===== src/rtl/sca_pkg.sv =====
package sca_pkg;

    localparam int unsigned RNG_W = 16;
    localparam logic [RNG_W-1:0] RNG_FALLBACK = 16'hACE1;

    localparam logic STEP_DOWN = 1'b0;
    localparam logic STEP_UP   = 1'b1;

    typedef enum logic {
        TOK_IDLE = 1'b0,
        TOK_WALK = 1'b1
    } tok_state_e;

    function automatic logic [RNG_W-1:0] rng_advance(input logic [RNG_W-1:0] s);
        return {s[RNG_W-2:0], s[15] ^ s[13] ^ s[12] ^ s[10]};
    endfunction

    function automatic logic [RNG_W-1:0] rng_start(input logic [RNG_W-1:0] s);
        return (s == '0) ? RNG_FALLBACK : s;
    endfunction

endpackage


===== src/rtl/sca_dir_rng.sv =====
module sca_dir_rng
    import sca_pkg::*;
(
    input  logic             clk,
    input  logic             rst,
    input  logic [RNG_W-1:0] seed,
    output logic [RNG_W-1:0] state,
    output logic             dir
);

    logic [RNG_W-1:0] state_q;

    always_ff @(posedge clk) begin
        if (rst) begin
            state_q <= rng_start(seed);
        end else begin
            state_q <= rng_advance(state_q);
        end
    end

    assign state = state_q;
    assign dir   = state_q[0];

endmodule


===== src/rtl/sca_period_timer.sv =====
module sca_period_timer #(
    parameter int unsigned PERIOD = 16
) (
    input  logic clk,
    input  logic rst,
    input  logic en,
    input  logic idle,
    output logic inject
);

    localparam int unsigned CNT_W = (PERIOD > 1) ? $clog2(PERIOD) : 1;
    localparam logic [CNT_W-1:0] LAST = CNT_W'(PERIOD - 1);

    logic [CNT_W-1:0] cnt_q;
    logic             expired;

    assign expired = (cnt_q == LAST);
    assign inject  = en && expired && idle;

    always_ff @(posedge clk) begin
        if (rst) begin
            cnt_q <= '0;
        end else if (en) begin
            if (expired) begin
                if (idle) begin
                    cnt_q <= '0;
                end
            end else begin
                cnt_q <= cnt_q + CNT_W'(1);
            end
        end
    end

endmodule


===== src/rtl/sca_token_walker.sv =====
module sca_token_walker
    import sca_pkg::*;
#(
    parameter int unsigned N_CELLS = 15
) (
    input  logic                       clk,
    input  logic                       rst,
    input  logic                       inject,
    input  logic                       dir,
    output logic [N_CELLS-1:0]         cells,
    output logic [$clog2(N_CELLS)-1:0] pos,
    output logic                       walking,
    output logic                       settled
);

    localparam int unsigned POS_W = $clog2(N_CELLS);
    localparam logic [POS_W-1:0] POS_LAST = POS_W'(N_CELLS - 1);

    logic [N_CELLS-1:0] cells_q;
    logic [POS_W-1:0]   pos_q;
    tok_state_e         st_q;
    logic               settled_q;

    always_ff @(posedge clk) begin
        if (rst) begin
            cells_q   <= '0;
            pos_q     <= '0;
            st_q      <= TOK_IDLE;
            settled_q <= 1'b0;
        end else begin
            settled_q <= 1'b0;
            if (st_q == TOK_WALK) begin
                if (!cells_q[pos_q]) begin
                    cells_q[pos_q] <= 1'b1;
                    st_q           <= TOK_IDLE;
                    settled_q      <= 1'b1;
                end else begin
                    cells_q[pos_q] <= 1'b0;
                    if (dir == STEP_UP) begin
                        if (pos_q == POS_LAST) begin
                            st_q      <= TOK_IDLE;
                            settled_q <= 1'b1;
                        end else begin
                            pos_q <= pos_q + POS_W'(1);
                        end
                    end else begin
                        if (pos_q == '0) begin
                            st_q      <= TOK_IDLE;
                            settled_q <= 1'b1;
                        end else begin
                            pos_q <= pos_q - POS_W'(1);
                        end
                    end
                end
            end else if (inject) begin
                st_q  <= TOK_WALK;
                pos_q <= '0;
            end
        end
    end

    assign cells   = cells_q;
    assign pos     = pos_q;
    assign walking = (st_q == TOK_WALK);
    assign settled = settled_q;

endmodule


===== src/rtl/sca_popcount.sv =====
module sca_popcount #(
    parameter int unsigned N_BITS = 15
) (
    input  logic [N_BITS-1:0]           bits,
    output logic [$clog2(N_BITS+1)-1:0] total
);

    localparam int unsigned CW = $clog2(N_BITS + 1);

    logic [CW-1:0] partial [0:N_BITS];

    assign partial[0] = '0;

    for (genvar g = 0; g < N_BITS; g++) begin : g_add
        assign partial[g+1] = partial[g] + CW'(bits[g]);
    end

    assign total = partial[N_BITS];

endmodule


===== src/rtl/pink_ca_gen.sv =====
module pink_ca_gen
    import sca_pkg::*;
#(
    parameter int unsigned N_CELLS = 15,
    parameter int unsigned PERIOD  = 16
) (
    input  logic                         clk,
    input  logic                         rst,
    input  logic                         en,
    input  logic [15:0]                  seed,
    output logic [$clog2(N_CELLS+1)-1:0] sample,
    output logic                         sample_vld
);

    localparam int unsigned POS_W = $clog2(N_CELLS);
    localparam int unsigned CW    = $clog2(N_CELLS + 1);

    logic [RNG_W-1:0]   rng_state;
    logic               step_dir;
    logic               inject;
    logic [N_CELLS-1:0] cells;
    logic [POS_W-1:0]   tok_pos;
    logic               walking;
    logic               settled;
    logic [CW-1:0]      live_count;
    logic [CW-1:0]      sample_q;
    logic               vld_q;

    sca_dir_rng u_rng (
        .clk   (clk),
        .rst   (rst),
        .seed  (seed),
        .state (rng_state),
        .dir   (step_dir)
    );

    sca_period_timer #(.PERIOD(PERIOD)) u_timer (
        .clk    (clk),
        .rst    (rst),
        .en     (en),
        .idle   (!walking),
        .inject (inject)
    );

    sca_token_walker #(.N_CELLS(N_CELLS)) u_walk (
        .clk     (clk),
        .rst     (rst),
        .inject  (inject),
        .dir     (step_dir),
        .cells   (cells),
        .pos     (tok_pos),
        .walking (walking),
        .settled (settled)
    );

    sca_popcount #(.N_BITS(N_CELLS)) u_count (
        .bits  (cells),
        .total (live_count)
    );

    always_ff @(posedge clk) begin
        if (rst) begin
            sample_q <= '0;
            vld_q    <= 1'b0;
        end else begin
            vld_q <= settled;
            if (settled) begin
                sample_q <= live_count;
            end
        end
    end

    assign sample     = sample_q;
    assign sample_vld = vld_q;

endmodule


===== config.mk =====
export PLATFORM = sky130hd
export DESIGN_NAME = pink_ca_gen
export DESIGN_NICKNAME = d
export VERILOG_FILES = /design/src/rtl/sca_pkg.sv /design/src/rtl/sca_dir_rng.sv /design/src/rtl/sca_period_timer.sv /design/src/rtl/sca_token_walker.sv /design/src/rtl/sca_popcount.sv /design/src/rtl/pink_ca_gen.sv
export SDC_FILE = /design/constraint.sdc
export NUM_CORES = 1
export LEC_CHECK = 0
export CAP_MARGIN = 20
export CELL_PAD_IN_SITES_DETAIL_PLACEMENT = 0
export CELL_PAD_IN_SITES_GLOBAL_PLACEMENT = 1
export CORE_MARGIN = 5
export CORE_UTILIZATION = 40
export DETAILED_ROUTE_END_ITERATION = 6
export PLACE_DENSITY = 0.84
export SLEW_MARGIN = 10
export SYNTH_ARGS = -nofsm -noshare
export SYNTH_HDL_FRONTEND = slang
export SYNTH_SLANG_ARGS = --single-unit

===== constraint.sdc =====
create_clock -name clk -period 3 [get_ports clk]
set_input_delay 0.45 -clock clk [delete_from_list [all_inputs] [get_ports clk]]
set_output_delay 0.45 -clock clk [all_outputs]
set_load 0.005 [all_outputs]

After elaboration in Yosys (flattened, before gate mapping). Cells that the tools add are included. W data, S select, Z words.

Add/subtract/negate cells: 17. $lt $le $gt $ge: 2. Reductions and logical operators: 10. Muxes and demuxes: 25. Bitwise operators: 7. Equal/unequal tests: 6.

Operator list (number): $add A4 B1 Y4 (13); $mux W16 (2); $mux W4 (8); $logic_not A16 Y1 (1); $and A15 B15 Y15 (1); $mux W15 (1); $not A15 Y15 (1); $or A15 B15 Y15 (1); $mux W1 (12); $add A4 B1 Y4 const B (2); $eq A4 B4 Y1 const B (2); $ne A3 B3 Y1 const B (2); $lt A4 B5 Y1 const B (1); $bmux W1 S4 (1); $demux W1 S4 (1); $ge A4 B1 Y1 const B (1); $logic_not A4 Y1 (1); $ne A2 B2 Y1 const B (2); $reduce_and A4 Y1 (1); $sub A4 B1 Y4 const B (1); $logic_and A1 B1 Y1 (3); $xor A1 B1 Y1 (3); $add A1 B1 Y2 (1); $reduce_and A2 Y1 (1); other kinds (4) (4).

Logic and storage cells: 75. Input port bits: 19. Output and inout port bits: 5. Register bits: 46.

Logic depth before layout (Yosys ltp). Gate-level depths: netlist of the first run.

Depth after elaboration: 14. Mapped depth: 14. Mapped depth without buffers: 14.

Hierarchy. A second synthesis of the first run with hierarchy kept.

Cell total of the unflattened synthesis: 261. Area total of the unflattened synthesis: 2547.4 um^2.

By module, submodules not included: sca_token_walker (cells each 140, times used 1, area each 1227.4 um^2, seq. area each 420.4 um^2); sca_dir_rng (cells each 43, times used 1, area each 591.8 um^2, seq. area each 320.3 um^2); sca_popcount (cells each 36, times used 1, area each 325.3 um^2, seq. area each 0.0 um^2); sca_period_timer (cells each 26, times used 1, area each 226.5 um^2, seq. area each 80.1 um^2); pink_ca_gen (cells each 16, times used 1, area each 176.4 um^2, seq. area each 100.1 um^2).

Worst setup path after synthesis of the first run. No wires, ideal clock.

Path kind: reg2reg. From: register (tool-made name). To: register sample_q[3], in the netlist sample[3]. Path slack: -322 ps. Arrival: 3195 ps. Cell stages (with the launch flop): 13. Path buffers: 0. Period minus slack after synthesis: 3322 ps. Path through: dfxtp_1 > fa_1 > inv_1 > fa_1 > fa_1 > fa_1 > inv_1 > ha_1 > a21o_1 > a21oi_1 > xnor2_1 > mux2i_1 > nor2_1.

RTL lines: to (signal assigned) (RTL line pink_ca_gen.sv:68) `sample_q <= live_count;`; to (decl) (RTL line pink_ca_gen.sv:26) `logic [CW-1:0] sample_q;`.

==> flow_metrics.tcl, run 1 <==
set metrics [dict create \
    fin_ws_ns -0.335 \
    grt_first_pass_wirelength_um 8330 \
    max_slew_margin 0.527 \
    outcome "finished, violations left" \
    drtPass1Iterations 4 \
    area_growth_pct 19.0 \
    final_hold_viol_count 0 \
    r2r_slack_ns -0.33 \
    crit_chain "fa_1, inv_1, fa_1, fa_2, fa_2, inv_2, ha_4, inv_2, fa_2, xnor2_1, mux2i_1, nor2_1" \
    p_total_w 0.00122 \
    initial_utilization 0.413 \
    dp_hpwl_um 3680 \
    drtIter0Drc 91 \
    reg2reg_to "sample[2]$_SDFFE_PP0P_" \
    hold_end "u_rng.state[15]$_DFF_P_" \
    nFillCells 603 \
    synth_xor_area_frac 0.0249 \
    track_usage 0.136 \
    critical_path_class "register to register" \
    cts_tree "built" \
    leakage_nw 1.07 \
    worst_pin_slew_ns 0.708 \
    period_needed_ns 3.33 \
    final_core_util 0.492 \
    fin_area_mm2 0.00293 \
    first_global_vias 1803 \
    wl_per_cell_um 13.5 \
    synth_seq_cells 46 \
    clk_latency_ns 0.30 \
    die_h_um 88.4 \
    gp_congestion 0.760 \
    violations "negative setup slack" \
    drive_gt1_frac 0.168 \
    crit_top_cell "fa_2" \
    skew_ns 0.00588 \
    cts.sinks 46 \
    crit_path_start_kind "register" \
    core_mm2 0.00596 \
    chipWidth_um 88.4 \
    path_max_fanout 2 \
    synth_mux_area_frac 0.116 \
    r2r_cells 12 \
    irDropWorstVdd_mv 0.346 \
    synth_top_family_by_area "compound AO/OA/AOI/OAI gates" \
    netlist_area_mm2 0.00246 \
    htreeDepth 2 \
    ctsHoldBuffers 0 \
    yosysSeqAreaShare 0.374 \
    finalSetupViolations 3 \
    crit_arrival_ns 3.53 \
    io_buffer_count 23 \
    hold_class "register to register" \
    fin_nets 317 \
    cp_slowest_cell "fa_2" \
    avgSynthCellArea_um2 9.88 \
    die-area_mm2 0.00782 \
    grt_overflow 0 \
    synth-adder-area-share 0.127 \
    remaining_drc_errors 0 \
    synthCells 249 \
    avgViaCountPerCell 5.28 \
    clkTransAtPathRegs_ns 0.09 \
    numCtsBuffers 5 \
    synth_edf_count 0 \
    synth_compound_area_frac 0.150 \
    final_antenna_net_count 0 \
    grt_max_degree 26 \
    maxSlewViolCount 0 \
    synth_warnings 0 \
    root_buffer "clkbuf_8" \
    drv_cap 0 \
    synthSimpleGateAreaFrac 0.144 \
    p_per_area_mw_per_mm2 417 \
    end_kind "register" \
    rsz0062_at_grt "true" \
    period_share 1.11 \
    min_from "u_rng.state[14]$_DFF_P_" \
    clockBufferDepth 2 \
    rows 28 \
    fmax_ghz 0.300 \
    synth_async_sr_flop_share 0 \
    antenna_found_initial 0 \
    slowest_delay_ns 0.55 \
    cp.required_ns 3.19 \
    synth_cell_types 48 \
    synth_top_flop_cell "dfxtp_1" \
    drt_wl_total_um 4810 \
    io_pins 24 \
    synth_fp_nets 287 \
    dpl-instance-area_mm2 0.00280 \
    diodes 0 \
    vias 1876 \
    place_ws_ns -0.342 \
    timing.hold.ws_ns 0.454 \
    worstHoldPathCells 1 \
]
-- synthesized netlist by cell type (5+ instances only) --
cell / number / area share
o22a_1: 8 / 0.028
o21ai_1: 6 / 0.012
ha_1: 9 / 0.046
nand2_1: 19 / 0.029
fa_1: 10 / 0.081
dfxtp_1: 46 / 0.37
nor2_1: 27 / 0.041
inv_1: 18 / 0.027
a21oi_1: 11 / 0.022
clkbuf_1: 5 / 0.0076
mux2_2: 7 / 0.032
o21ai_0: 6 / 0.012
mux2i_1: 14 / 0.057
xnor2_1: 5 / 0.018
-- worst max-delay path: cells and delay by family, from the launching register on --
family	cells	cell delay, ns
adders and majority gates	6	2.42
DFF	1	0.34
buffers and inverters	3	0.15
xor gates and xnor gates	1	0.13
muxes	1	0.13
and+or+nand+nor	1	0.05
-- report_power, final --
part           switching [W]  total [W]  internal, W
Clock               0.000218   0.000467     0.000249
Combinational      0.0000440   0.000104    0.0000604
Sequential         0.0000131   0.000649     0.000636
Total               0.000275    0.00122     0.000945
-- how the worst max path moves through the flow --
stage               cells after the start      from                endpoint  slack (ns)
floorplan                              12  register  sample[2]$_SDFFE_PP0P_       -0.26
global placement                       12  register  sample[2]$_SDFFE_PP0P_       -0.31
detailed placement                     12  register  sample[2]$_SDFFE_PP0P_       -0.34
CTS                                    12  register  sample[2]$_SDFFE_PP0P_       -0.35
global route                           12  register  sample[2]$_SDFFE_PP0P_       -0.49
finish                                 12  register  sample[2]$_SDFFE_PP0P_       -0.33
-- kinds of logic after synthesis --
group | Yosys count
flip-flops | 46
AND/OR/NAND/NOR | 73
multiplexers | 24
adder cells (fa/ha/maj) | 19
buffers and inverters | 30
XOR/XNOR | 7
AO/OA/AOI/OAI | 50
-- cell usage in the layout, fill, tap and decap left out, types with 3 or more instances in the layout --
master           count
dfxtp_1             44
nor2_1              27
clkdlybuf4s50_1     23
nand2_1             19
inv_1               16
mux2i_1             14
buf_4               12
a21oi_1             10
o22a_1               8
ha_1                 8
mux2_2               7
fa_1                 7
o21ai_0              6
o21ai_1              6
xnor2_1              5
clkbuf_8             5
nor4_1               4
nor3_1               4
nand4_1              3
a21o_1               3
a311oi_1             3
o31ai_1              3
fa_2                 3
-- stage by stage --
step,TNS (ns),instances
after floorplan,-0.747,249
after global placement,-0.853,347
after detailed placement,-0.928,347
after CTS,-0.979,355
after global routing,-1.42,355
final,-0.960,355
-- routing by layer --
metal / GRT usage / vias to the layer above / part of all wire
met5: 0 / - / 0
met4: 0.0357 / 0 / 0.012
met3: 0.0391 / 9 / 0.043
met2: 0.223 / 45 / 0.48
met1: 0.178 / 891 / 0.47
li1: - / 931 / -
-- layout make-up --
type | count | area [um2] | share of cell area
flip-flops and latches | 46 | 923 | 0.315
inverters | 18 | 67.6 | 0.0231
clock inverters | 2 | 37.5 | 0.0128
well taps | 75 | 93.8 | 0.0321
multi-input cells | 173 | 1410 | 0.482
repair buffers | 35 | 320 | 0.109
clock buffers | 6 | 72.6 | 0.0248
-- what timing repair did --
item / CTS / global route
endpoints found under the hold margin: 0 / 0
pin swaps: 4 / 4
setup buffers: 0 / 0
resized for setup: 6 / 0
endpoints found under the setup margin: 3 / 4
Power figures use the tool's default switching activity.
==> run 2: changes to the inputs <==
--- a/config.mk
+++ b/config.mk
@@ -11,6 +11,7 @@
 export CORE_MARGIN = 5
 export CORE_UTILIZATION = 40
 export DETAILED_ROUTE_END_ITERATION = 6
+export GPL_TIMING_DRIVEN = 0
 export PLACE_DENSITY = 0.84
 export SLEW_MARGIN = 10
 export SYNTH_ARGS = -nofsm -noshare
==> flow_metrics.tcl, run 2 (synthesized netlist as in run 1, its figures left out) <==
set metrics [dict create \
    dp_hpwl_um 3960 \
    hold_class "register to register" \
    diodes 0 \
    met2_usage 0.253 \
    nFillCells 594 \
    avgViaCountPerCell 5.24 \
    worst_pin_slew_ns 0.578 \
    outcome "finished, violations left" \
    drive_gt1_frac 0.167 \
    drtIter0Drc 85 \
    place_ws_ns -0.421 \
    final_antenna_net_count 0 \
    numCtsBuffers 5 \
    initial_utilization 0.413 \
    remaining_drc_errors 0 \
    seqCellArea_um2 925 \
    pwr-share-comb 0.081 \
    violations "negative setup slack" \
    root_buffer "clkbuf_8" \
    end_kind "register" \
    chipWidth_um 88.4 \
    fmax_ghz 0.298 \
    maxSlewViolCount 0 \
    crit_path_start_kind "register" \
    intPower_w 0.00105 \
    timing.hold.ws_ns 0.453 \
    fin_cells 357 \
    p_per_area_mw_per_mm2 446 \
    final_hold_viol_count 0 \
    htreeDepth 2 \
    cts_tree "built" \
    gp_congestion 0.784 \
    die_h_um 88.4 \
    clockBufferDepth 2 \
    drtPass1Iterations 4 \
    fin_ws_ns -0.358 \
    io_pins 24 \
    multi_input_area_mm2 0.00141 \
    placedCellCount 346 \
    io_buffer_count 22 \
    drv_cap 0 \
    met1_usage 0.187 \
    first_global_vias 1872 \
    clockPowerShare 0.429 \
    finalSetupViolations 3 \
    mostFrequentLayoutCells "dfxtp_1, nor2_1, clkdlybuf4s50_1" \
    clkTransAtPathRegs_ns 0.09 \
    slowest_delay_ns 0.55 \
    crit_buf_inv 3 \
    antenna_found_initial 0 \
    die-area_mm2 0.00782 \
    crit_family "adder cells" \
    crit_arrival_ns 3.54 \
    rsz0062_at_grt "true" \
    grt_max_degree 15 \
    clk_latency_ns 0.31 \
    vias 1872 \
    wl_per_cell_um 14.6 \
    core_mm2 0.00596 \
    area_growth_pct 20.8 \
    irDropWorstVdd_mv 0.226 \
    leakage_nw 1.09 \
    p_sw_frac 0.206 \
    path_max_fanout 2 \
    grt_overflow 0 \
    period_share 1.12 \
    cts.sinks 46 \
    track_usage 0.147 \
    crit_chain "fa_1, inv_1, fa_1, fa_2, fa_1, inv_2, ha_4, inv_2, fa_2, xnor2_1, mux2i_1, nor2_1" \
    met3_usage 0.0317 \
    critical_path_class "register to register" \
    fin_tns_setup_ns -1.02 \
    cp.required_ns 3.19 \
    rows 28 \
    max_slew_margin 0.615 \
    cp_slowest_cell "fa_2" \
    seqPwrFrac 0.490 \
    skew_ns 0.0131 \
    p_sw_w 0.000272 \
    drt_wl_total_um 5200 \
    fin_nets 319 \
    layout_commonest_cell "dfxtp_1" \
    crit_top_cell "fa_1" \
    period_needed_ns 3.36 \
    grt_first_pass_wirelength_um 8880 \
    grt_busiest_layer "met2" \
]
==> run 2: changes by cell type in the layout (fill, tap and decap cells not counted), sizes merged <==
cell,delta
clkinvlp,-1
clkbuf,+7
clkdlybuf4s50,-1
buf,-4
bufinv,+1
==> run 2: final cells by class <==
cell class                 instances  area share
buffer                            12      0.0295
multi-input combinational        173       0.475
timing repair buffer              25      0.0817
tap                               75      0.0316
sequential                        46       0.311
clock inverter                     2      0.0202
clock buffer                       6      0.0278
inverter                          18      0.0227
==> run 2: worst paths after layout <==
| path | start | cells after the start | endpoint | slack [ns] |
|---|---|---|---|---|
| worst max-delay path | register | 12 | sample[2]$_SDFFE_PP0P_ | -0.36 |
| worst min-delay path | u_rng.state[5]$_DFF_P_ | 1 | u_rng.state[6]$_DFF_P_ | 0.45 |
| worst max register to register | register | 12 | sample[2]$_SDFFE_PP0P_ | -0.36 |
| worst min register to register | u_rng.state[5]$_DFF_P_ | 1 | u_rng.state[6]$_DFF_P_ | 0.45 |
==> run 2: worst reg2reg max path: cells and delay by family (launching register included) <==
family,cells,cell delay (ns)
adders and majority gates,6,2.42
muxes,1,0.13
xor gates and xnor gates,1,0.13
DFF,1,0.35
and+or+nand+nor,1,0.05
buffers and inverters,3,0.16
==> run 2: timing repair <==
| item | in CTS | in global routing |
|---|---|---|
| buffers inserted | 3 | 0 |
| pin swaps | 2 | 1 |
| endpoints found under the setup margin | 4 | 4 |
| hold buffers | 0 | 0 |
| gates resized for setup | 3 | 5 |
==> run 2: power groups by stage <==
stage,Combinational (W),Clock [W],Sequential [W]
floorplan,0.0000663,0,0.000660
global placement,0.000106,0,0.000663
detailed placement,0.000108,0,0.000664
CTS,0.000108,0.000578,0.000650
global route,0.000119,0.000613,0.000652
finish,0.000107,0.000569,0.000649
==> run 2: layer usage <==
metal	up-vias	routed length, um
met3	8	213
met4	0	64
met1	899	2330
met2	35	2590
met5	-	0
li1	930	-
==> run 2: stage by stage <==
stage               utilization  instance area [um2]  power (W)
floorplan                     -                 2470   0.000726
global placement          0.468                 2790   0.000769
detailed placement        0.468                 2790   0.000772
finish                    0.499                 2970    0.00132
global route              0.499                 2970    0.00138
CTS                       0.496                 2960    0.00134
==> run 3: changes to the inputs <==
--- a/config.mk
+++ b/config.mk
@@ -5,7 +5,8 @@
 export SDC_FILE = /design/constraint.sdc
 export NUM_CORES = 1
 export LEC_CHECK = 0
-export CAP_MARGIN = 20
+export ABC_CLOCK_PERIOD_IN_PS = 3000
+export CAP_MARGIN = 0
 export CELL_PAD_IN_SITES_DETAIL_PLACEMENT = 0
 export CELL_PAD_IN_SITES_GLOBAL_PLACEMENT = 1
 export CORE_MARGIN = 5
==> results of run 3 <==
Same layout as run 2: the final DEF is identical, and so are final timing and power.
